[src/rtl/lcd_scan_pkg.sv]
package lcd_scan_pkg;

  typedef logic [1:0] lvl_t;

  localparam lvl_t LVL_VSS  = 2'd0;
  localparam lvl_t LVL_LO   = 2'd1;
  localparam lvl_t LVL_HI   = 2'd2;
  localparam lvl_t LVL_VLCD = 2'd3;

  // number of commons in the scan for a configuration code
  function automatic logic [2:0] active_coms(input logic [1:0] cfg);
    logic [2:0] n;
    unique case (cfg)
      2'b00:   n = 3'd2;
      2'b01:   n = 3'd3;
      default: n = 3'd4;
    endcase
    return n;
  endfunction

  // common drive level; pol=0 is the positive frame
  function automatic lvl_t com_code(input logic sel, input logic pol, input logic third);
    lvl_t c;
    if (sel)        c = pol ? LVL_VSS : LVL_VLCD;
    else if (third) c = pol ? LVL_HI  : LVL_LO;
    else            c = LVL_LO;
    return c;
  endfunction

  // segment drive level
  function automatic lvl_t seg_code(input logic on, input logic pol, input logic third);
    lvl_t c;
    if (on)         c = pol ? LVL_VLCD : LVL_VSS;
    else if (third) c = pol ? LVL_LO   : LVL_HI;
    else            c = pol ? LVL_VSS  : LVL_VLCD;
    return c;
  endfunction

endpackage

[src/rtl/lcd_tick_gen.sv]
module lcd_tick_gen #(
  parameter int DIV = 128
) (
  input  logic clk,
  input  logic rst,
  input  logic run,
  output logic tick
);
  localparam int CW = (DIV > 2) ? $clog2(DIV) : 1;
  localparam logic [CW-1:0] LAST = CW'(DIV - 1);

  logic [CW-1:0] cnt_q;

  assign tick = run && (cnt_q == LAST);

  always_ff @(posedge clk) begin
    if (rst || !run)  cnt_q <= '0;
    else if (tick)    cnt_q <= '0;
    else              cnt_q <= cnt_q + CW'(1);
  end

  AST_TICK_GAP: assert property (@(posedge clk) disable iff (rst)
    tick |=> !tick);

endmodule

[src/rtl/lcd_scan_ctrl.sv]
module lcd_scan_ctrl #(
  parameter int NUM_COM = 4,
  localparam int IDX_W = (NUM_COM > 2) ? $clog2(NUM_COM) : 1,
  localparam int CNT_W = $clog2(NUM_COM + 1)
) (
  input  logic             clk,
  input  logic             rst,
  input  logic             run,
  input  logic             tick,
  input  logic [CNT_W-1:0] ncom,
  output logic [IDX_W-1:0] idx,
  output logic             pol
);
  logic last_row;

  assign last_row = (CNT_W'(idx) + CNT_W'(1)) >= ncom;

  always_ff @(posedge clk) begin
    if (rst || !run) begin
      idx <= '0;
      pol <= 1'b0;
    end else if (tick) begin
      if (last_row) begin
        idx <= '0;
        pol <= ~pol;
      end else begin
        idx <= idx + IDX_W'(1);
      end
    end
  end

  AST_STEP_ON_TICK: assert property (@(posedge clk) disable iff (rst)
    (run && tick) |=> ((idx == $past(idx) + IDX_W'(1)) || (idx == '0)));
  AST_WRAP_FLIPS: assert property (@(posedge clk) disable iff (rst)
    (run && tick) |=> ((idx == '0) == (pol != $past(pol))));
  AST_HOLD_NO_TICK: assert property (@(posedge clk) disable iff (rst)
    (run && !tick) |=> ($stable(idx) && $stable(pol)));
  AST_STOP_CLEARS: assert property (@(posedge clk) disable iff (rst)
    !run |=> (idx == '0 && !pol));

endmodule

[src/rtl/lcd_disp_mem.sv]
module lcd_disp_mem #(
  parameter int NUM_SEG = 32,
  parameter int DATA_W  = 4,
  localparam int ADDR_W = $clog2(NUM_SEG)
) (
  input  logic                      clk,
  input  logic                      rst,
  input  logic                      wr_en,
  input  logic [ADDR_W-1:0]         wr_addr,
  input  logic [DATA_W-1:0]         wr_data,
  input  logic [ADDR_W-1:0]         rd_addr,
  output logic [DATA_W-1:0]         rd_data,
  output logic [NUM_SEG*DATA_W-1:0] words
);
  logic [DATA_W-1:0] mem_q [NUM_SEG];

  // every word feeds the scan in parallel, so the store is a register array
  always_ff @(posedge clk) begin
    if (rst) begin
      for (int i = 0; i < NUM_SEG; i++) mem_q[i] <= '0;
    end else if (wr_en) begin
      mem_q[wr_addr] <= wr_data;
    end
  end

  always_ff @(posedge clk) begin
    if (rst) rd_data <= '0;
    else     rd_data <= mem_q[rd_addr];
  end

  for (genvar n = 0; n < NUM_SEG; n++) begin : g_flat
    assign words[n*DATA_W +: DATA_W] = mem_q[n];
  end

  AST_WRITE_LANDS: assert property (@(posedge clk) disable iff (rst)
    wr_en |=> (mem_q[$past(wr_addr)] == $past(wr_data)));

endmodule

[src/rtl/lcd_level_enc.sv]
module lcd_level_enc
  import lcd_scan_pkg::*;
#(
  parameter int NUM_COM = 4,
  parameter int NUM_SEG = 32,
  localparam int IDX_W = (NUM_COM > 2) ? $clog2(NUM_COM) : 1,
  localparam int CNT_W = $clog2(NUM_COM + 1)
) (
  input  logic                       clk,
  input  logic                       rst,
  input  logic                       enable,
  input  logic                       third,
  input  logic [CNT_W-1:0]           ncom,
  input  logic [IDX_W-1:0]           idx,
  input  logic                       pol,
  input  logic [NUM_SEG*NUM_COM-1:0] words,
  output logic [2*NUM_COM-1:0]       com_lvl,
  output logic [2*NUM_SEG-1:0]       seg_lvl
);
  for (genvar k = 0; k < NUM_COM; k++) begin : g_com
    logic sel;
    assign sel = (ncom > CNT_W'(k)) && (idx == IDX_W'(k));
    always_ff @(posedge clk) begin
      if (rst || !enable) com_lvl[2*k +: 2] <= LVL_VSS;
      else                com_lvl[2*k +: 2] <= com_code(sel, pol, third);
    end
  end

  for (genvar n = 0; n < NUM_SEG; n++) begin : g_seg
    logic [NUM_COM-1:0] word_n;
    assign word_n = words[n*NUM_COM +: NUM_COM];
    always_ff @(posedge clk) begin
      if (rst || !enable) seg_lvl[2*n +: 2] <= LVL_VSS;
      else                seg_lvl[2*n +: 2] <= seg_code(word_n[idx], pol, third);
    end
  end

  function automatic int count_code(input logic [2*NUM_SEG-1:0] v, input int width, input lvl_t c);
    int cnt = 0;
    for (int i = 0; i < width; i++) if (v[2*i +: 2] == c) cnt++;
    return cnt;
  endfunction

  AST_OFF_BLANK: assert property (@(posedge clk) disable iff (rst)
    !enable |=> (com_lvl == '0 && seg_lvl == '0));
  AST_HALF_NO_UPPER: assert property (@(posedge clk) disable iff (rst)
    (enable && !third) |=> (count_code({{(2*NUM_SEG-2*NUM_COM){1'b0}}, com_lvl}, NUM_COM, LVL_HI) == 0
                            && count_code(seg_lvl, NUM_SEG, LVL_HI) == 0));
  AST_SINGLE_SELECT: assert property (@(posedge clk) disable iff (rst)
    enable |=> (count_code({{(2*NUM_SEG-2*NUM_COM){1'b0}}, com_lvl}, NUM_COM, LVL_VSS)
              + count_code({{(2*NUM_SEG-2*NUM_COM){1'b0}}, com_lvl}, NUM_COM, LVL_VLCD) <= 1));

endmodule

[src/rtl/lcd_scan_seq.sv]
module lcd_scan_seq
  import lcd_scan_pkg::*;
#(
  parameter int NUM_COM  = 4,
  parameter int NUM_SEG  = 32,
  parameter int TICK_DIV = 128,
  localparam int ADDR_W = $clog2(NUM_SEG),
  localparam int DATA_W = NUM_COM
) (
  input  logic                 clk,
  input  logic                 rst,
  input  logic                 sys_en,
  input  logic                 lcd_on,
  input  logic [1:0]           com_cfg,
  input  logic                 bias_third,
  input  logic                 wr_en,
  input  logic [ADDR_W-1:0]    wr_addr,
  input  logic [DATA_W-1:0]    wr_data,
  input  logic [ADDR_W-1:0]    rd_addr,
  output logic [DATA_W-1:0]    rd_data,
  output logic [2*NUM_COM-1:0] com_lvl,
  output logic [2*NUM_SEG-1:0] seg_lvl
);
  localparam int IDX_W = (NUM_COM > 2) ? $clog2(NUM_COM) : 1;
  localparam int CNT_W = $clog2(NUM_COM + 1);

  logic                      tick;
  logic [IDX_W-1:0]          idx;
  logic                      pol;
  logic [CNT_W-1:0]          ncom;
  logic [NUM_SEG*DATA_W-1:0] words;
  logic [2:0]                ncom_raw;

  assign ncom_raw = active_coms(com_cfg);
  assign ncom     = (int'(ncom_raw) > NUM_COM) ? CNT_W'(NUM_COM) : CNT_W'(ncom_raw);

  lcd_tick_gen #(.DIV(TICK_DIV)) u_tick (
    .clk (clk), .rst (rst), .run (sys_en), .tick (tick)
  );

  lcd_scan_ctrl #(.NUM_COM(NUM_COM)) u_scan (
    .clk (clk), .rst (rst), .run (sys_en), .tick (tick),
    .ncom (ncom), .idx (idx), .pol (pol)
  );

  lcd_disp_mem #(.NUM_SEG(NUM_SEG), .DATA_W(DATA_W)) u_mem (
    .clk (clk), .rst (rst), .wr_en (wr_en), .wr_addr (wr_addr),
    .wr_data (wr_data), .rd_addr (rd_addr), .rd_data (rd_data), .words (words)
  );

  lcd_level_enc #(.NUM_COM(NUM_COM), .NUM_SEG(NUM_SEG)) u_enc (
    .clk (clk), .rst (rst), .enable (sys_en && lcd_on), .third (bias_third),
    .ncom (ncom), .idx (idx), .pol (pol), .words (words),
    .com_lvl (com_lvl), .seg_lvl (seg_lvl)
  );

  AST_SYS_OFF_BLANK: assert property (@(posedge clk) disable iff (rst)
    !sys_en |=> (com_lvl == '0 && seg_lvl == '0));

endmodule

[config.mk]
export PLATFORM = sky130hd
export DESIGN_NAME = lcd_scan_seq
export DESIGN_NICKNAME = d
export VERILOG_FILES = /design/src/rtl/lcd_scan_pkg.sv /design/src/rtl/lcd_tick_gen.sv /design/src/rtl/lcd_scan_ctrl.sv /design/src/rtl/lcd_disp_mem.sv /design/src/rtl/lcd_level_enc.sv /design/src/rtl/lcd_scan_seq.sv
export SDC_FILE = /design/constraint.sdc
export NUM_CORES = 1
export LEC_CHECK = 0
export ABC_AREA = 1
export BUFFER_PORTS_ARGS = -buffer_cell sky130_fd_sc_hd__buf_2
export CORE_UTILIZATION = 50
export CTS_CLUSTER_DIAMETER = 40
export CTS_CLUSTER_SIZE = 12
export DETAILED_ROUTE_END_ITERATION = 12
export HOLD_SLACK_MARGIN = 0.15
export PLACE_DENSITY = 0.73
export SYNTH_ARGS = -nofsm -noshare
export SYNTH_HDL_FRONTEND = slang
export SYNTH_SLANG_ARGS = --single-unit
[constraint.sdc]
create_clock -name clk -period 6.4 [get_ports clk]
set_input_delay 0.64 -clock clk [delete_from_list [all_inputs] [get_ports clk]]
set_output_delay 0.64 -clock clk [all_outputs]
set_load 0.1 [all_outputs]
# Word-level counts from Yosys, hierarchy flattened

Memories as Yosys holds them, arrays and structs flattened. A register that Yosys moved wholly into a read port is not among the register bits.
Index checks and enable logic that the tools add are counted.

RAM bits: 128
Memories kept: 1
Register bits: 82
Bits of input ports: 22

Memory list:

| memory      | words | bits a word | rd ports | clocked after memory_dff | wr ports | line               | RTL |
|---|---|---|---|---|---|---|---|
| u_mem.mem_q | 32    | 4           | 33       | 1                        | 32       | lcd_disp_mem.sv:15 | `logic [DATA_W-1:0] mem_q [NUM_SEG];` |

Add/subtract/negate cells: 3
Bitwise operators: 1
Eq/ne operators: 5
Multiplexer cells: 117
Reductions and logical operators: 15
Magnitude comparators: 7

Operator list:

| operator              | number |
|---|---|
| $mux W2               | 43 |
| $bmux W1 S2           | 32 |
| $mux W1               | 38 |
| $add A7 B1 Y7 const B | 1 |
| $eq A7 B7 Y1 const B  | 1 |
| $gt A3 B1 Y1 const B  | 2 |
| $gt A3 B2 Y1 const B  | 2 |
| $logic_and A1 B1 Y1   | 6 |
| $pmux W3 S2           | 1 |
| $mux W5               | 1 |
| $eq A2 B1 Y1 const B  | 2 |
| $eq A2 B2 Y1 const B  | 2 |
| $logic_not A2 Y1      | 2 |
| $mux W4               | 1 |
| $reduce_or A4 Y1      | 1 |
| $add A2 B1 Y3 const B | 1 |
| $ge A3 B3 Y1          | 1 |
| $gt A3 B3 Y1 const B  | 1 |
| $lt A2 B3 Y1 const B  | 1 |
| $mux W3               | 1 |
| $add A2 B1 Y2 const B | 1 |
| $logic_not A1 Y1      | 2 |
| $logic_or A1 B1 Y1    | 2 |
| $reduce_and A2 Y1     | 1 |
| other kinds (2)       | 2 |

# Longest topological paths before layout

Depth after elaboration: 7
Mapped depth: 12

# Modules after synthesis

From an unflattened synthesis, not the netlist that was laid out.

Cells, all modules: 1356
Area, all modules: 10473.8 µm²

Modules (own cells, without submodules):

| module        | area each (µm²) | cells each | times used |
|---|---|---|---|
| lcd_disp_mem  | 6165.9          | 671        | 1 |
| lcd_level_enc | 3749.8          | 607        | 1 |
| lcd_tick_gen  | 320.3           | 40         | 1 |
| lcd_scan_ctrl | 215.2           | 32         | 1 |
| lcd_scan_seq  | 22.5            | 6          | 1 |

# Worst setup path after synthesis

No wires, ideal clock.

Kind: register to register
Start point: register u_scan.idx[0]
End point: register u_scan.pol
Stages on the path, launching flop included: 11
Setup time: 0.113 ns
Path slack: 4.341 ns
Path buffers: 2
Data arrival time: 1.947 ns
Path through: dfxtp_1 -> inv_1 -> buf_2 -> buf_2 -> ha_1 -> ha_1 -> nand3_1 -> and3_1 -> or2_1 -> nor2_1 -> nor2_1

Cells in the longest elaborated chain, start to end: 3

Ends and longest elaborated chain:

| item                        | line                | RTL |
|---|---|---|
| from (decl)                 | lcd_scan_ctrl.sv:11 | `output logic [IDX_W-1:0] idx,` |
| from (signal assigned)      | lcd_scan_ctrl.sv:27 | `idx <= idx + IDX_W'(1);` |
| $add A2 B1 Y3               | lcd_scan_ctrl.sv:16 | `assign last_row = (CNT_W'(idx) + CNT_W'(1)) >= ncom;` |
| $ge A3 B3 Y1                | lcd_scan_ctrl.sv:16 |  |
| $reduce_and A2 Y1 (no line) | n/a                 |  |
| to (signal assigned)        | lcd_scan_ctrl.sv:25 | `pol <= ~pol;` |
| to (decl)                   | lcd_scan_ctrl.sv:12 | `output logic pol` |

Every way passes these cells.
A chain may end at the register's enable or synchronous reset.

# Worst setup path after layout

Same ends and word-level chain as after synthesis.

==> summary.txt <==
Clock tree
  • CTS tree: yes
  • Clk_lat worst skew: ~0.53 ns
  • CTS Hold Bufs: 0
  • Post-CTS Setup Bufs: 0
  • Clock tree buffer depth: 3
  • Root buf cell: clkbuf_16
  • H-Tree Depth: 1
  • Post-CTS sizing: 0
  • CTS Buf Count: 27
  • Worst-path clk slew: roughly 0.050 ns
  • CTS Sinks: approximately 210

Floorplanning
  • Row count: 51
  • IO Pins: 98
  • Die footprint: around 21000 µm²
  • Die Span Y: about 140 µm
  • Core area: 19650 µm²
  • Starting Density: 51.62%
  • Die X-Extent: about 140 µm

Placement
  • Placed inst area: around 11000 µm²
  • Worst slack, placed: 3.235 ns
  • Final Wtd Congestion: 0.9277
  • DP HPWL: roughly 18000 µm
  • Port buffer count: between 90 and 100

Power and ir drop
  • Pwr/cell area: roughly 280 nW/µm²
  • Sw Share: a little over a quarter
  • NetSw: 0.8561 mW
  • Part of the power in registers: between 40% and 50%
  • Gate power share: approximately a tenth
  • Clk network pwr share: a little over two fifths
  • Static Leak: 5.092 nW
  • Worst vdd ir: roughly 160 µV
  • Internal Pwr Total: about 2.4 mW

Synth
  • Dominant cell type by area after synthesis: edfxtp_1
  • Syn_nets: between 1k and 1.5k
  • Netlist Area Pre-Place: roughly 10000 µm²
  • Yosys reg bits: between 200 and 250
  • Ys Warns: 0
  • Yosys cell types: 25
  • Synth top area cells: edfxtp_1 (38%), dfxtp_1 (17%), nand2_1 (17%)
  • Syn Inst Count: between 1k and 1.5k
  • Sequential fraction of the synthesis area: between 50% and 60%
  • Post-synth top area share: between 30% and 40%
  • Mean Syn Cell Area: 8.045 µm²

Setup path
  • Nature of the critical path startpoint: register
  • R2r setup slk: between 3 and 4 ns
  • Critical Path RT: about 6.9 ns
  • Critical path class: register to register
  • Worst EP arrival: approximately 3.3 ns
  • Critical Path Fanout Max: 68
  • CP Capture Type: register

STA
  • Post-layout minimum cycle time: around 2.9 ns
  • Peak Freq: around 350 MHz
  • Worst Slack Setup Final: approximately 3.5 ns
  • Layout Skew: approximately 0.012 ns
  • Max transition margin: between 10% and 20%
  • Sum Neg Setup Slack: 0 ns
  • Slew Viols, Final: 0
  • Setup violations, final: 0
  • Worst-Margin Slew: 1.239 ns
  • Hold Vio Cnt, Final: 0
  • Fin Hold WS: 0.4486 ns
  • RSZ-0062 raised after global routing: no
  • Final Cycle Share: between 40% and 50%

Detailed routing
  • Routed wire length: ~27000 µm
  • DR vias: just under 9k
  • Final ANT Viol Nets: 0
  • Pre-antenna DRT Iters: 6
  • DRC: 0
  • Drt via density: between 5 and 6
  • Routed length per instance: about 17 µm
  • Detailed Route Iter0 Violations: around 1.3k

Finish
  • Nets: 1351
  • Layout Utilization: 58.38%
  • Most frequent cells in the layout: nand2_1 (451), nand3_1 (178), nor2_1 (150)
  • N_diodes: 0
  • Commonest non-fill, non-tap cell in the layout: nand2_1
  • Area Overhead vs Synth: 13.11%
  • Finished Cell Area: about 11000 µm²
  • Layout cell share with drive strength beyond 1: a little under an eighth

Global routing
  • Total gr overflow: 0
  • Vias in the first global route: around 8k
  • First-pass GRT wire length: roughly 42000 µm
  • GRT Overall Usage: between 20% and 30%
  • Maximum number of pins on one net before global-route repair: 74
  • Initial antenna violation count: 0

Worst hold path
  • Class of the worst hold path: register to register

Flow run
  • Max cap viols: 0

Run status
  • Outcome: complete, no violations
[final timing paths]
path / to / startpoint / depth (start not counted)
setup / recovery: u_scan.pol / u_scan.idx[0] / 10
hold / removal: u_tick.cnt_q[0] / u_tick.cnt_q[0] / 1
setup reg to reg: u_scan.pol / u_scan.idx[0] / 10
hold reg to reg: u_tick.cnt_q[0] / u_tick.cnt_q[0] / 1
[worst max-delay path, cell delays in order (launching register included)]
cell and delay, ns:
dfxtp_2 0.31, buf_4 0.60, inv_2 0.43, ha_1 0.43
ha_1 0.30, nand3_1 0.06, and3_1 0.20, or2_1 0.22
nand2_1 0.07, nand2_1 0.05, nor2_1 0.11
[power by group through the flow]
stage	combinational (mW)	sequential, mW	clock [mW]
global route	0.347	1.55	1.45
floorplan	0.160	1.65	0
finish	0.319	1.55	1.38
detailed placement	0.315	1.58	0
CTS	0.317	1.55	1.39
global placement	0.311	1.58	0
[routing by layer]
layer / global-route usage [%] / up-vias / part of all wire, %
met5: 0 / - / 0
met4: 7.756 / 0 / 2.4
met3: 4.007 / 54 / 11
met2: 40.99 / 535 / 44
met1: 38.58 / 4030 / 43
li1: - / 4260 / -
[registers in the layout (all words and copies together), names as in the netlist]
| signal | cells |
|---|---|
| u_mem.rd_data | 4 |
| u_scan.pol | 1 |
| u_enc.com_lvl | 8 |
| u_scan.idx | 2 |
| u_tick.cnt_q | 7 |
| u_enc.seg_lvl | 64 |
| u_mem.mem_q | 128 |
[layout make-up]
cell class              instances  area (µm²)
fillers                      1779        8179
flip-flops and latches        214        5567
multi-input cells             925        4041
clock buffers                  36       730.7
repair buffers                107       560.5
well taps                     265       331.6
inverters                      42       157.7
clock inverters                12       86.33
[synth_stat cells]
cell,number
or2_1,1
inv_1,40
edfxtp_1,128
buf_1,4
nor3_4,4
dfxtp_1,86
nand2_1,452
nor3b_1,2
a21oi_1,89
clkbuf_1,37
o211ai_1,4
nor2_1,150
inv_2,2
nand4_1,1
and3_1,1
nand3_1,178
nand3b_1,1
or2_2,2
buf_6,5
o21ai_0,19
ha_1,12
xor2_1,1
nor3_1,8
buf_4,1
buf_2,33
[through the flow]
step / std cells / power [mW]
finish: 1601 / 3.250
global route: 1601 / 3.355
CTS: 1601 / 3.251
detailed placement: 1553 / 1.891
global placement: 1553 / 1.886
floorplan: 1261 / 1.811
[logic make-up after synthesis]
group | after synthesis | synth area share [%]
compound gates | 112 | 5.624
xor+xnor | 1 | 0.08635
fa+ha+maj | 12 | 1.480
buf+inv | 122 | 5.328
flops | 214 | 54.86
simple gates | 800 | 32.62
(Power assumes the default switching activity.)
